File: src/rtl/adc_hf_pkg.sv
package adc_hf_pkg;

  typedef enum logic [2:0] {
    ST_IDLE,
    ST_WR_LOW,
    ST_INT_WAIT,
    ST_RD_LOW,
    ST_RDY_BLANK,
    ST_RDY_WAIT,
    ST_RDY_HOLD,
    ST_RECOVER
  } seq_state_e;

  // round a duration in ns up to whole clock cycles
  function automatic int unsigned ns_to_cyc(input int unsigned ns, input int unsigned period_ns);
    return (ns + period_ns - 1) / period_ns;
  endfunction

  function automatic int unsigned max2(input int unsigned a, input int unsigned b);
    return (a > b) ? a : b;
  endfunction

endpackage

File: src/rtl/adc_hf_sync.sv
module adc_hf_sync #(
  parameter int unsigned STAGES  = 2,
  parameter logic        RST_VAL = 1'b0
) (
  input  logic clk,
  input  logic rst_n,
  input  logic d,
  output logic q
);

  logic [STAGES-1:0] ff_q;

  for (genvar i = 0; i < STAGES; i++) begin : g_stage
    if (i == 0) begin : g_first
      always_ff @(posedge clk or negedge rst_n) begin
        if (!rst_n) ff_q[0] <= RST_VAL;
        else        ff_q[0] <= d;
      end
    end else begin : g_next
      always_ff @(posedge clk or negedge rst_n) begin
        if (!rst_n) ff_q[i] <= RST_VAL;
        else        ff_q[i] <= ff_q[i-1];
      end
    end
  end

  assign q = ff_q[STAGES-1];

endmodule

File: src/rtl/adc_hf_timer.sv
module adc_hf_timer #(
  parameter int unsigned W = 8
) (
  input  logic         clk,
  input  logic         rst_n,
  input  logic         load,
  input  logic [W-1:0] load_val,
  output logic         expired
);

  logic [W-1:0] cnt_q, cnt_d;

  always_comb begin
    cnt_d = cnt_q;
    if (load)              cnt_d = load_val;
    else if (cnt_q != '0)  cnt_d = cnt_q - 1'b1;
  end

  always_ff @(posedge clk or negedge rst_n) begin
    if (!rst_n) cnt_q <= '0;
    else        cnt_q <= cnt_d;
  end

  assign expired = (cnt_q == '0);

endmodule

File: src/rtl/adc_hf_capture.sv
module adc_hf_capture #(
  parameter int unsigned DATA_W = 8
) (
  input  logic              clk,
  input  logic              rst_n,
  input  logic              cap_en,
  input  logic [DATA_W-1:0] bus_i,
  input  logic              ovf_n_i,
  output logic [DATA_W-1:0] data_o,
  output logic              ovf_o,
  output logic              valid_o
);

  logic [DATA_W-1:0] data_q;
  logic              ovf_q;
  logic              valid_q;

  always_ff @(posedge clk or negedge rst_n) begin
    if (!rst_n) begin
      data_q <= '0;
      ovf_q  <= 1'b0;
    end else if (cap_en) begin
      data_q <= bus_i;
      ovf_q  <= ~ovf_n_i;
    end
  end

  always_ff @(posedge clk or negedge rst_n) begin
    if (!rst_n) valid_q <= 1'b0;
    else        valid_q <= cap_en;
  end

  assign data_o  = data_q;
  assign ovf_o   = ovf_q;
  assign valid_o = valid_q;

  // one-cycle valid pulse, result only moves together with valid
  assert_valid_pulse_R6: assert property (@(posedge clk) disable iff (!rst_n)
    valid_q |=> !valid_q);
  assert_data_moves_with_valid_R6: assert property (@(posedge clk) disable iff (!rst_n)
    !$stable(data_q) |-> valid_q);

endmodule

File: src/rtl/adc_hf_fsm.sv
module adc_hf_fsm
  import adc_hf_pkg::*;
#(
  parameter int unsigned TMR_W      = 8,
  parameter int unsigned WR_CYC     = 60,
  parameter int unsigned WR_MAX_CYC = 5000,
  parameter int unsigned RD_CYC     = 60,
  parameter int unsigned TO_CYC     = 131,
  parameter int unsigned BLANK_CYC  = 10,
  parameter int unsigned ACC_CYC    = 3,
  parameter int unsigned REC_CYC    = 50
) (
  input  logic             clk,
  input  logic             rst_n,
  input  logic             start_i,
  input  logic             mode_wr_i,
  input  logic             int_n_s,
  input  logic             rdy_s,
  input  logic             tmr_expired,
  output logic             tmr_load,
  output logic [TMR_W-1:0] tmr_val,
  output logic             cap_en,
  output logic             cs_n,
  output logic             wr_n,
  output logic             rd_n,
  output logic             busy,
  output logic             timeout
);

  localparam int unsigned WRR_W = $clog2(WR_MAX_CYC + 2);
  localparam int unsigned CSR_W = $clog2(REC_CYC + 2);

  seq_state_e state_q, state_d;
  logic pend_q, pend_d;
  logic to_q, to_d;
  logic cs_n_q, cs_n_d;
  logic wr_n_q, wr_n_d;
  logic rd_n_q, rd_n_d;
  logic accept;

  // next-state logic
  always_comb begin
    state_d  = state_q;
    tmr_load = 1'b0;
    tmr_val  = '0;
    cap_en   = 1'b0;
    accept   = 1'b0;
    to_d     = to_q;
    unique case (state_q)
      ST_IDLE: begin
        if (start_i || pend_q) begin
          accept   = 1'b1;
          tmr_load = 1'b1;
          if (mode_wr_i) begin
            state_d = ST_WR_LOW;
            tmr_val = TMR_W'(WR_CYC - 1);
          end else begin
            state_d = ST_RDY_BLANK;
            tmr_val = TMR_W'(BLANK_CYC - 1);
          end
        end
      end
      ST_WR_LOW: begin
        if (tmr_expired) begin
          state_d  = ST_INT_WAIT;
          tmr_load = 1'b1;
          tmr_val  = TMR_W'(TO_CYC - 1);
        end
      end
      ST_INT_WAIT: begin
        if (!int_n_s || tmr_expired) begin
          state_d  = ST_RD_LOW;
          tmr_load = 1'b1;
          tmr_val  = TMR_W'(RD_CYC - 1);
          if (int_n_s) to_d = 1'b1;
        end
      end
      ST_RD_LOW: begin
        if (tmr_expired) begin
          cap_en   = 1'b1;
          state_d  = ST_RECOVER;
          tmr_load = 1'b1;
          tmr_val  = TMR_W'(REC_CYC - 1);
        end
      end
      ST_RDY_BLANK: begin
        if (tmr_expired) state_d = ST_RDY_WAIT;
      end
      ST_RDY_WAIT: begin
        if (rdy_s) begin
          state_d  = ST_RDY_HOLD;
          tmr_load = 1'b1;
          tmr_val  = TMR_W'(ACC_CYC - 1);
        end
      end
      ST_RDY_HOLD: begin
        if (tmr_expired) begin
          cap_en   = 1'b1;
          state_d  = ST_RECOVER;
          tmr_load = 1'b1;
          tmr_val  = TMR_W'(REC_CYC - 1);
        end
      end
      ST_RECOVER: begin
        if (tmr_expired) state_d = ST_IDLE;
      end
      default: state_d = ST_IDLE;
    endcase
  end

  always_comb begin
    pend_d = pend_q;
    if (accept)                          pend_d = 1'b0;
    if (start_i && (state_q != ST_IDLE)) pend_d = 1'b1;
  end

  // strobes are registered from the next state, so they change with the state
  always_comb begin
    cs_n_d = (state_d == ST_IDLE) || (state_d == ST_RECOVER);
    wr_n_d = (state_d != ST_WR_LOW);
    rd_n_d = !((state_d == ST_RD_LOW)    || (state_d == ST_RDY_BLANK) ||
               (state_d == ST_RDY_WAIT)  || (state_d == ST_RDY_HOLD));
  end

  always_ff @(posedge clk or negedge rst_n) begin
    if (!rst_n) begin
      state_q <= ST_IDLE;
      pend_q  <= 1'b0;
      to_q    <= 1'b0;
      cs_n_q  <= 1'b1;
      wr_n_q  <= 1'b1;
      rd_n_q  <= 1'b1;
    end else begin
      state_q <= state_d;
      pend_q  <= pend_d;
      to_q    <= to_d;
      cs_n_q  <= cs_n_d;
      wr_n_q  <= wr_n_d;
      rd_n_q  <= rd_n_d;
    end
  end

  assign cs_n    = cs_n_q;
  assign wr_n    = wr_n_q;
  assign rd_n    = rd_n_q;
  assign busy    = (state_q != ST_IDLE);
  assign timeout = to_q;

  // run-length counters that watch the strobes
  logic [WRR_W-1:0] wr_run_q;
  logic [CSR_W-1:0] cs_run_q;

  always_ff @(posedge clk or negedge rst_n) begin
    if (!rst_n) begin
      wr_run_q <= '0;
    end else if (!wr_n_q) begin
      if (wr_run_q != WRR_W'(WR_MAX_CYC + 1)) wr_run_q <= wr_run_q + 1'b1;
    end else begin
      wr_run_q <= '0;
    end
  end

  always_ff @(posedge clk or negedge rst_n) begin
    if (!rst_n) begin
      cs_run_q <= CSR_W'(REC_CYC + 1);
    end else if (cs_n_q) begin
      if (cs_run_q != CSR_W'(REC_CYC + 1)) cs_run_q <= cs_run_q + 1'b1;
    end else begin
      cs_run_q <= '0;
    end
  end

  // write pulse between its minimum and maximum width
  assert_wr_width_R2: assert property (@(posedge clk) disable iff (!rst_n)
    $rose(wr_n_q) |-> (wr_run_q >= WRR_W'(WR_CYC)) && (wr_run_q <= WRR_W'(WR_MAX_CYC)));
  // recovery gap before chip select falls again
  assert_recovery_gap_R7: assert property (@(posedge clk) disable iff (!rst_n)
    $fell(cs_n_q) |-> (cs_run_q >= CSR_W'(REC_CYC)));
  // chip select only low while busy
  assert_cs_within_busy_R7: assert property (@(posedge clk) disable iff (!rst_n)
    !cs_n_q |-> busy);
  // strobes exclusive and qualified by chip select
  assert_strobes_exclusive_R9: assert property (@(posedge clk) disable iff (!rst_n)
    !(!wr_n_q && !rd_n_q));
  assert_strobes_need_cs_R9: assert property (@(posedge clk) disable iff (!rst_n)
    (!wr_n_q || !rd_n_q) |-> !cs_n_q);
  // timeout flag is sticky
  assert_timeout_sticky_R4: assert property (@(posedge clk) disable iff (!rst_n)
    to_q |=> to_q);

endmodule

File: src/rtl/adc_hf_ctrl.sv
module adc_hf_ctrl
  import adc_hf_pkg::*;
#(
  parameter int unsigned CLK_NS       = 10,
  parameter int unsigned DATA_W       = 8,
  parameter int unsigned SYNC_STAGES  = 2,
  parameter int unsigned WR_MIN_NS    = 600,
  parameter int unsigned WR_MAX_NS    = 50000,
  parameter int unsigned RD_MIN_NS    = 600,
  parameter int unsigned RD_ACC_NS    = 320,
  parameter int unsigned CMP_MAX_NS   = 1300,
  parameter int unsigned RDY_BLANK_NS = 100,
  parameter int unsigned RDY_ACC_NS   = 30,
  parameter int unsigned GAP_NS       = 500,
  parameter int unsigned INT_REL_NS   = 225,
  parameter int unsigned BUS_FLOAT_NS = 200
) (
  input  logic              clk,
  input  logic              rst_n,
  input  logic              start_i,
  input  logic              mode_wr_i,
  input  logic              cv_int_n,
  input  logic              cv_rdy,
  input  logic [DATA_W-1:0] cv_data,
  input  logic              cv_ovf_n,
  output logic              cv_cs_n,
  output logic              cv_wr_n,
  output logic              cv_rd_n,
  output logic [DATA_W-1:0] data_o,
  output logic              ovf_o,
  output logic              valid_o,
  output logic              busy_o,
  output logic              timeout_o
);

  localparam int unsigned WR_CYC     = ns_to_cyc(WR_MIN_NS, CLK_NS);
  localparam int unsigned WR_MAX_CYC = WR_MAX_NS / CLK_NS;
  localparam int unsigned RD_CYC     = ns_to_cyc(max2(RD_MIN_NS, RD_ACC_NS), CLK_NS);
  localparam int unsigned TO_CYC     = ns_to_cyc(CMP_MAX_NS, CLK_NS) + 1;
  localparam int unsigned BLANK_CYC  = ns_to_cyc(RDY_BLANK_NS, CLK_NS);
  localparam int unsigned ACC_CYC    = ns_to_cyc(RDY_ACC_NS, CLK_NS);
  localparam int unsigned REC_CYC    = ns_to_cyc(max2(GAP_NS, max2(INT_REL_NS, BUS_FLOAT_NS)), CLK_NS);
  localparam int unsigned MAX_CYC    = max2(max2(max2(WR_CYC, RD_CYC), max2(TO_CYC, BLANK_CYC)),
                                            max2(ACC_CYC, REC_CYC));
  localparam int unsigned TMR_W      = $clog2(MAX_CYC + 1);

  logic             rst_ni;
  logic             int_n_s;
  logic             rdy_s;
  logic             tmr_load;
  logic [TMR_W-1:0] tmr_val;
  logic             tmr_expired;
  logic             cap_en;

  // asynchronous assert, synchronous release
  adc_hf_sync #(.STAGES(2), .RST_VAL(1'b0)) u_rst_sync (
    .clk(clk), .rst_n(rst_n), .d(1'b1), .q(rst_ni)
  );

  adc_hf_sync #(.STAGES(SYNC_STAGES), .RST_VAL(1'b1)) u_int_sync (
    .clk(clk), .rst_n(rst_ni), .d(cv_int_n), .q(int_n_s)
  );

  adc_hf_sync #(.STAGES(SYNC_STAGES), .RST_VAL(1'b0)) u_rdy_sync (
    .clk(clk), .rst_n(rst_ni), .d(cv_rdy), .q(rdy_s)
  );

  adc_hf_timer #(.W(TMR_W)) u_timer (
    .clk(clk), .rst_n(rst_ni), .load(tmr_load), .load_val(tmr_val), .expired(tmr_expired)
  );

  adc_hf_fsm #(
    .TMR_W(TMR_W), .WR_CYC(WR_CYC), .WR_MAX_CYC(WR_MAX_CYC), .RD_CYC(RD_CYC),
    .TO_CYC(TO_CYC), .BLANK_CYC(BLANK_CYC), .ACC_CYC(ACC_CYC), .REC_CYC(REC_CYC)
  ) u_fsm (
    .clk(clk), .rst_n(rst_ni), .start_i(start_i), .mode_wr_i(mode_wr_i),
    .int_n_s(int_n_s), .rdy_s(rdy_s), .tmr_expired(tmr_expired),
    .tmr_load(tmr_load), .tmr_val(tmr_val), .cap_en(cap_en),
    .cs_n(cv_cs_n), .wr_n(cv_wr_n), .rd_n(cv_rd_n), .busy(busy_o), .timeout(timeout_o)
  );

  adc_hf_capture #(.DATA_W(DATA_W)) u_capture (
    .clk(clk), .rst_n(rst_ni), .cap_en(cap_en), .bus_i(cv_data), .ovf_n_i(cv_ovf_n),
    .data_o(data_o), .ovf_o(ovf_o), .valid_o(valid_o)
  );

  // a capture only ever follows a read pulse
  assert_valid_after_read_R6: assert property (@(posedge clk) disable iff (!rst_ni)
    $rose(valid_o) |-> $rose(cv_rd_n));

endmodule

File: config.mk
export PLATFORM = sky130hd
export DESIGN_NAME = adc_hf_ctrl
export DESIGN_NICKNAME = d
export VERILOG_FILES = /design/src/rtl/adc_hf_pkg.sv /design/src/rtl/adc_hf_sync.sv /design/src/rtl/adc_hf_timer.sv /design/src/rtl/adc_hf_capture.sv /design/src/rtl/adc_hf_fsm.sv /design/src/rtl/adc_hf_ctrl.sv
export SDC_FILE = /design/constraint.sdc
export NUM_CORES = 1
export LEC_CHECK = 0
export CAP_MARGIN = 5
export CORE_UTILIZATION = 55
export CTS_BUF_LIST = sky130_fd_sc_hd__clkbuf_4
export CTS_CLUSTER_DIAMETER = 30
export DETAILED_ROUTE_END_ITERATION = 6
export DONT_BUFFER_PORTS = 1
export GPL_TIMING_DRIVEN = 0
export PLACE_DENSITY_LB_ADDON = 0.12
export SETUP_SLACK_MARGIN = 0.2
export SLEW_MARGIN = 5
export SYNTH_ARGS = -nofsm -noshare
export SYNTH_HDL_FRONTEND = slang
export SYNTH_HIERARCHICAL = 1
export SYNTH_SLANG_ARGS = --single-unit
File: constraint.sdc
create_clock -name clk -period 1.17 [get_ports clk]
set_input_delay 0.234 -clock clk [delete_from_list [all_inputs] [get_ports clk]]
set_output_delay 0.234 -clock clk [all_outputs]
set_load 0.02 [all_outputs]
* Yosys cells after proc, flatten, opt, wreduce, memory -nomap -nowiden *
Index checks and enable logic that the tools add are counted.

operators by class
  equality and inequality tests = 13
  multipliers = 0
  bitwise operators = 1
  multiplexer cells = 27
  $lt $le $gt $ge = 0
  $add $sub $neg = 1
  reduce and logical (&&, ||, !) cells = 19
  divide/modulo/power cells = 0
  shifts and indexed selects = 0

operators with widths
  operator                                               number
  case mux 8 bit (5 select lines)                        1
  2-to-1 mux 8 bit                                       4
  equality test 3 bit, second input constant             8
  2-to-1 mux 3 bit                                       8
  case mux 3 bit (7 select lines)                        1
  2-to-1 mux 6 bit                                       3
  equality test 3 x 2 -> 1 bit, second input constant    3
  zero test 8 bit                                        1
  2-to-1 mux 1 bit                                       8
  nonzero test 8 bit                                     1
  subtractor 8 x 1 -> 8 bit, second input constant       1
  zero test 3 bit                                        2
  logical OR 1 bit                                       6
  case mux 1 bit (4 select lines)                        1
  nonzero test 2 bit                                     2
  equality test 3 x 1 -> 1 bit, second input constant    1
  inequality test 3 x 1 -> 1 bit, second input constant  1
  AND reduction 3 bit                                    1
  nonzero test 3 bit                                     1
  OR reduction 3 bit                                     1
  zero test 1 bit                                        2
  2-to-1 mux 2 bit                                       1
  OR reduction 2 bit                                     1
  logical AND 1 bit                                      1
  inverter 1 bit                                         1

storage, ports and cells
  memories kept = 0
  input port bits = 15
  bits in read-only memories = 0
  output and inout port bits = 15
  logic and storage cells = 77
  latch bits = 0
  bits in writable memories = 0
  register bits after elaboration = 32

* Logic depth before layout (Yosys ltp) *
  depth in word-level cells = 9
  gate-level depth with buffers = 12

* By module *
Netlist, hierarchy kept.

modules (own cells, without submodules)
  module                        times used  cells each  area an instance (um2)  sequential area each (um2)
  adc_hf_fsm                    1           64          570.5                   203.9
  adc_hf_timer                  1           54          476.7                   200.2
  adc_hf_capture                1           21          395.4                   250.2
  adc_hf_sync (u_rdy_sync ...)  2           2           50.0                    50.0
  adc_hf_sync (u_int_sync)      1           2           52.6                    52.6
  adc_hf_ctrl                   1           1           3.8                     0.0

* Worst setup path before layout *
No wires, ideal clock.

  path type = register to register
  from = register u_timer.cnt_q[0]
  to = register u_timer.cnt_q[4]
  arrival = 2.653 ns
  stages on the path, launching flop included = 13
  library setup time = 0.079 ns
  setup slack = -1.562 ns
  buffers on the path = 3
  required time = 1.091 ns
  cells stage by stage = dfrtp_1 inv_1 ha_1 or3b_1 clkbuf_2 nor2_1 clkbuf_1 nor2b_1 o21ai_1 o211ai_1 dlygate4sd1_1 a21oi_1 a2bb2oi_1

between the ends
  longest elaborated chain between the ends = 5
  elaborated cells on any way between the ends = 13
  classes of those cells = add/sub: 1; mux: 8; reduce/logical: 4

RTL lines
  item                                                           line                RTL
  from (decl)                                                    adc_hf_timer.sv:11  logic [W-1:0] cnt_q, cnt_d;
  from (signal assigned)                                         adc_hf_timer.sv:21  else cnt_q <= cnt_d;
  zero test 8 bit (*)                                            adc_hf_timer.sv:24  assign expired = (cnt_q == '0);
  net tmr_expired                                                adc_hf_ctrl.sv:52   logic tmr_expired;
  logical OR 1 bit                                               adc_hf_fsm.sv:71    if (!int_n_s || tmr_expired) begin
  2-to-1 mux 1 bit                                               adc_hf_fsm.sv:71
  case mux 1 bit (4 select lines) (*)                            adc_hf_fsm.sv:49    unique case (state_q)
  net tmr_load                                                   adc_hf_ctrl.sv:50   logic tmr_load;
  2-to-1 mux 8 bit / nonzero test 2 bit (equally long branches)  -

The timed path passes the listed nets; every way through them passes the cells marked *. The select of a mux whose other input is x is not followed.
A chain may end at the register's enable or synchronous reset.

* Worst setup path in the final report *
  from = register u_timer.cnt_q[0]
  to = register u_timer.cnt_q[6]

The elaborated chain is that of the path after synthesis.

==> results.txt <==
- Count of yosys warnings during synthesis: 6
- RSZ-0062 raised after global routing: true
- In this run the number of H-tree levels came out at 2.
* Synth async-reset ratio: 100%
- Global routing used 25.3% of the available tracks across all layers.
- Excluding fillers, the count of instances in the completed layout stands at 221.
* Highest achievable clock rate: 0.416 GHz
- Max-cap violations in this run came to 0.
* Final weighted congestion in routability-driven placement: 0.862
- Worst-path clk slew: 0.09 ns
- OpenSTA, run right after detailed placement, puts the worst setup slack at -1.43 ns.
- The share of the Yosys chip area taken by registers is 50.5%.
* Detailed-placement wirelength estimate: 2150 um
* Final Critical Period: 2.40 ns
- CTS Buf Count: 5
- Startpoint of the worst-slack reg-to-reg timing path: u_timer/cnt_q[0]
- Die Outline Area: 0.00313 mm^2
- Across the VDD grid, the largest voltage drop is 1.99 mV.
- Synthesized cell area: 0.00160 mm^2
- In this run the critical register-to-register path is captured at u_timer/cnt_q[6].
* Critical Path Sink Type: flip-flop
* TritonCTS Sinks: 32
- Across all register-to-register paths, the minimum setup slack is -1.23 ns.
* Slew at the pin closest to its max-slew limit: 0.629 ns
- Crit Path Max Fanout: 5
* Final net count: 205
- The number of antenna diodes in the final layout is 0.
- The detail route stage leaves a number of antenna-violating nets equal to 0.
- After floorplanning, the core was sized to cover between 0.002 and 0.003 mm^2.
- The library cell used most frequently in the layout, excluding fill and tap cells, is sky130_fd_sc_hd__buf_4.
- Horizontal extent of the die: approximately 56 um
- Clock tree synthesis selected as its root buffer the cell sky130_fd_sc_hd__clkbuf_4.
* Leading cell types in the layout, fill and taps excluded: sky130_fd_sc_hd__buf_4, sky130_fd_sc_hd__dfrtp_2, sky130_fd_sc_hd__dfrtp_1
- STA classifies the critical path startpoint as a flip-flop.
- Number of cell instances on the worst register-to-register path: 13
- The via count of the first global-routing pass is 1282.
* Average wire length per cell after detail routing: between 15 and 20 um
* Die height: 55.9 um
- Worst min-delay path class: input pin to flip-flop
- Counting flops with a built-in enable in the synthesized netlist gives 0.
- Routed via count divided by cell count: approximately 6.0
* DR iter-0 viols: 47
* Count of cells along the worst hold path: 1
- Data arrives at the worst endpoint at 2.61 ns.
* Clock insertion delay at the later pin of the skew report: between 0.3 and 0.4 ns
* Initial core utilization: around 58%
* Number of storage elements in the synthesis netlist: 32
* Headroom to the max-slew limit: slightly below 60%
* Result of the run: finished with violations
- For this block, the routed nets add up to roughly 3800 um of wire.
* Final setup violating endpoints: 26
* # IOs: 30
* Clock Skews: about 0.012 ns
- Entering global routing, the biggest net connects 31 pins.
* Mean area per synthesized cell: 11.0 um^2
* Placed Cells incl. Taps: about 180
- Row count: 19
- TritonCTS clock tree: yes
- The cell count after synthesis came out at 146.
* Number of max-slew violations in the final report: 0
- Number of antenna violations at the first check in global routing: 0
- Summing over every cut layer, the via total after detailed routing is 1324.
- Setup slack on the critical path of the routed design comes to -1.23 ns.
- Layout area overhead: 36.0%
* Post-route design area: 0.00217 mm^2
- Sink of the worst hold path: u_capture/data_o[0]
* Proportion of layout cells with a drive suffix above 1: 53.7%
* Static power due to leakage: 0.950 nW
- Total gr overflow: 0
- After detailed routing, the number of remaining DRC violations is 0.
- Most instantiated flip-flop cell in the synthesis netlist: sky130_fd_sc_hd__dfrtp_1
- For this design the ratio of total power to cell area is 2180 mW/mm^2.
* Number of failing hold endpoints at the final stage: 0
- The synthesized netlist contains 53 unique library cells.
- Ratio of final minimum period to clock period: 205%
- Number of buffer cells added on primary ports: 0
* Dpl cell area: 0.00169 mm^2
- Origin of the worst min-delay path: cv_data[0]
- First-pass GRT wire length: 5890 um
- Violations in the final reports: setup timing
- Category of the critical setup timing path: flip-flop to flip-flop
* Data required time of the worst path: approximately 1.4 ns
- Before antenna repair, the detailed router went through 4 iterations.
* Maximum root-to-sink buffer count: 2
==> registers in the layout, indices dropped and copies added (netlist names) <==
name,cells
u_capture/data_o,8
u_rdy_sync/ff_q,1
u_rst_sync/q,1
u_fsm/state_q,3
u_rdy_sync/q,1
u_timer/cnt_q,8
u_int_sync/ff_q,1
u_fsm/wr_n,1
u_fsm/cs_n,1
u_capture/ovf_o,1
u_fsm/rd_n,1
u_fsm/pend_q,1
u_int_sync/q,1
u_fsm/timeout,1
u_capture/valid_o,1
u_rst_sync/ff_q,1
==> cells by family after synthesis <==
logic type | after synthesis | synth area share, %
mux | 9 | 8.14
buf+inv | 18 | 6.49
flops | 32 | 50.5
compound gates | 35 | 15.9
fa+ha+maj | 1 | 0.782
xor+xnor | 2 | 1.10
other cells | 2 | 0.470
simple gates | 47 | 16.7
==> area by class of cell <==
| class | count | area (um^2) |
|---|---|---|
| clock inverters | 2 | 7.51 |
| repair buffers | 35 | 307 |
| plain buffers | 11 | 111 |
| well taps | 31 | 38.8 |
| fillers | 158 | 583 |
| flip-flops and latches | 32 | 826 |
| inverters | 7 | 28.8 |
| multi-input cells | 97 | 811 |
| clock buffers | 6 | 45.0 |
==> through the flow <==
stage / util (%) / hold WS, ns / total power, mW / TNS [ns]
after detailed placement: 61.4 / -0.0615 / 3.49 / -32.38
after CTS: 73.0 / 0.0333 / 4.48 / -27.05
after global placement: 61.4 / -0.0615 / 3.43 / -31.85
after global routing: 78.9 / 0.0295 / 5.03 / -28.89
final: 78.9 / 0.0453 / 4.74 / -26.98
after floorplan: - / -0.0616 / 3.18 / -23.66
==> routing by layer <==
layer,GRT usage (%),wire [um],share of wire (%)
met5,0,0,0
met4,9.06,93,2.4
met3,8.37,301,7.9
met2,39.8,1820,48
met1,33.1,1580,42
==> where the power goes <==
part           internal (mW)  total (mW)  switching (mW)  leakage [nW]
Combinational           1.10        2.03           0.927         0.559
Sequential              1.52        2.10           0.577         0.361
Clock                  0.245       0.611           0.366        0.0307
==> worst max-delay path by stage <==
stage,startpoint,end
floorplan,u_timer/cnt_q[0],u_timer/cnt_q[6]
global route,u_timer/cnt_q[0],u_timer/cnt_q[6]
global placement,u_timer/cnt_q[0],u_timer/cnt_q[4]
detailed placement,u_timer/cnt_q[0],u_timer/cnt_q[5]
CTS,u_timer/cnt_q[0],u_timer/cnt_q[6]
finish,u_timer/cnt_q[0],u_timer/cnt_q[6]
==> Yosys cell counts, types with 3 or more instances <==
cell type,instances,share of area (%)
sky130_fd_sc_hd__nor2_1,7,1.6
sky130_fd_sc_hd__dfrtp_1,27,42
sky130_fd_sc_hd__nand2b_1,3,1.2
sky130_fd_sc_hd__buf_4,3,1.4
sky130_fd_sc_hd__o21ai_1,5,1.6
sky130_fd_sc_hd__nand2_1,11,2.6
sky130_fd_sc_hd__a21oi_1,5,1.6
sky130_fd_sc_hd__or3b_1,3,1.6
sky130_fd_sc_hd__dfstp_2,5,8.2
sky130_fd_sc_hd__o31ai_1,3,1.4
sky130_fd_sc_hd__nor3_1,3,0.94
sky130_fd_sc_hd__inv_1,7,1.6
sky130_fd_sc_hd__buf_2,3,0.94
sky130_fd_sc_hd__mux2_4,8,7.5
==> what timing repair did <==
action,CTS,global route
cloned,1,0
pin swaps,10,13
resized for setup,33,22
hold endpoints to repair,5,0
setup endpoints to repair,70,41
hold buffers,4,0
buffers inserted,20,10
==> worst max-delay path, stage by stage (launching register included) <==
cell and delay (ns):
sky130_fd_sc_hd__dfrtp_1 0.41, sky130_fd_sc_hd__inv_2 0.08, sky130_fd_sc_hd__ha_4 0.12, sky130_fd_sc_hd__or3b_1 0.34, sky130_fd_sc_hd__clkbuf_8 0.15, sky130_fd_sc_hd__nor2_4 0.18
sky130_fd_sc_hd__nor2b_2 0.08, sky130_fd_sc_hd__o32a_1 0.32, sky130_fd_sc_hd__o211ai_1 0.12, sky130_fd_sc_hd__buf_4 0.18, sky130_fd_sc_hd__buf_6 0.10, sky130_fd_sc_hd__nor2_4 0.02
sky130_fd_sc_hd__nand4_1 0.09, sky130_fd_sc_hd__nand3_1 0.09
Note: power is estimated with default switching activity, not from simulation.
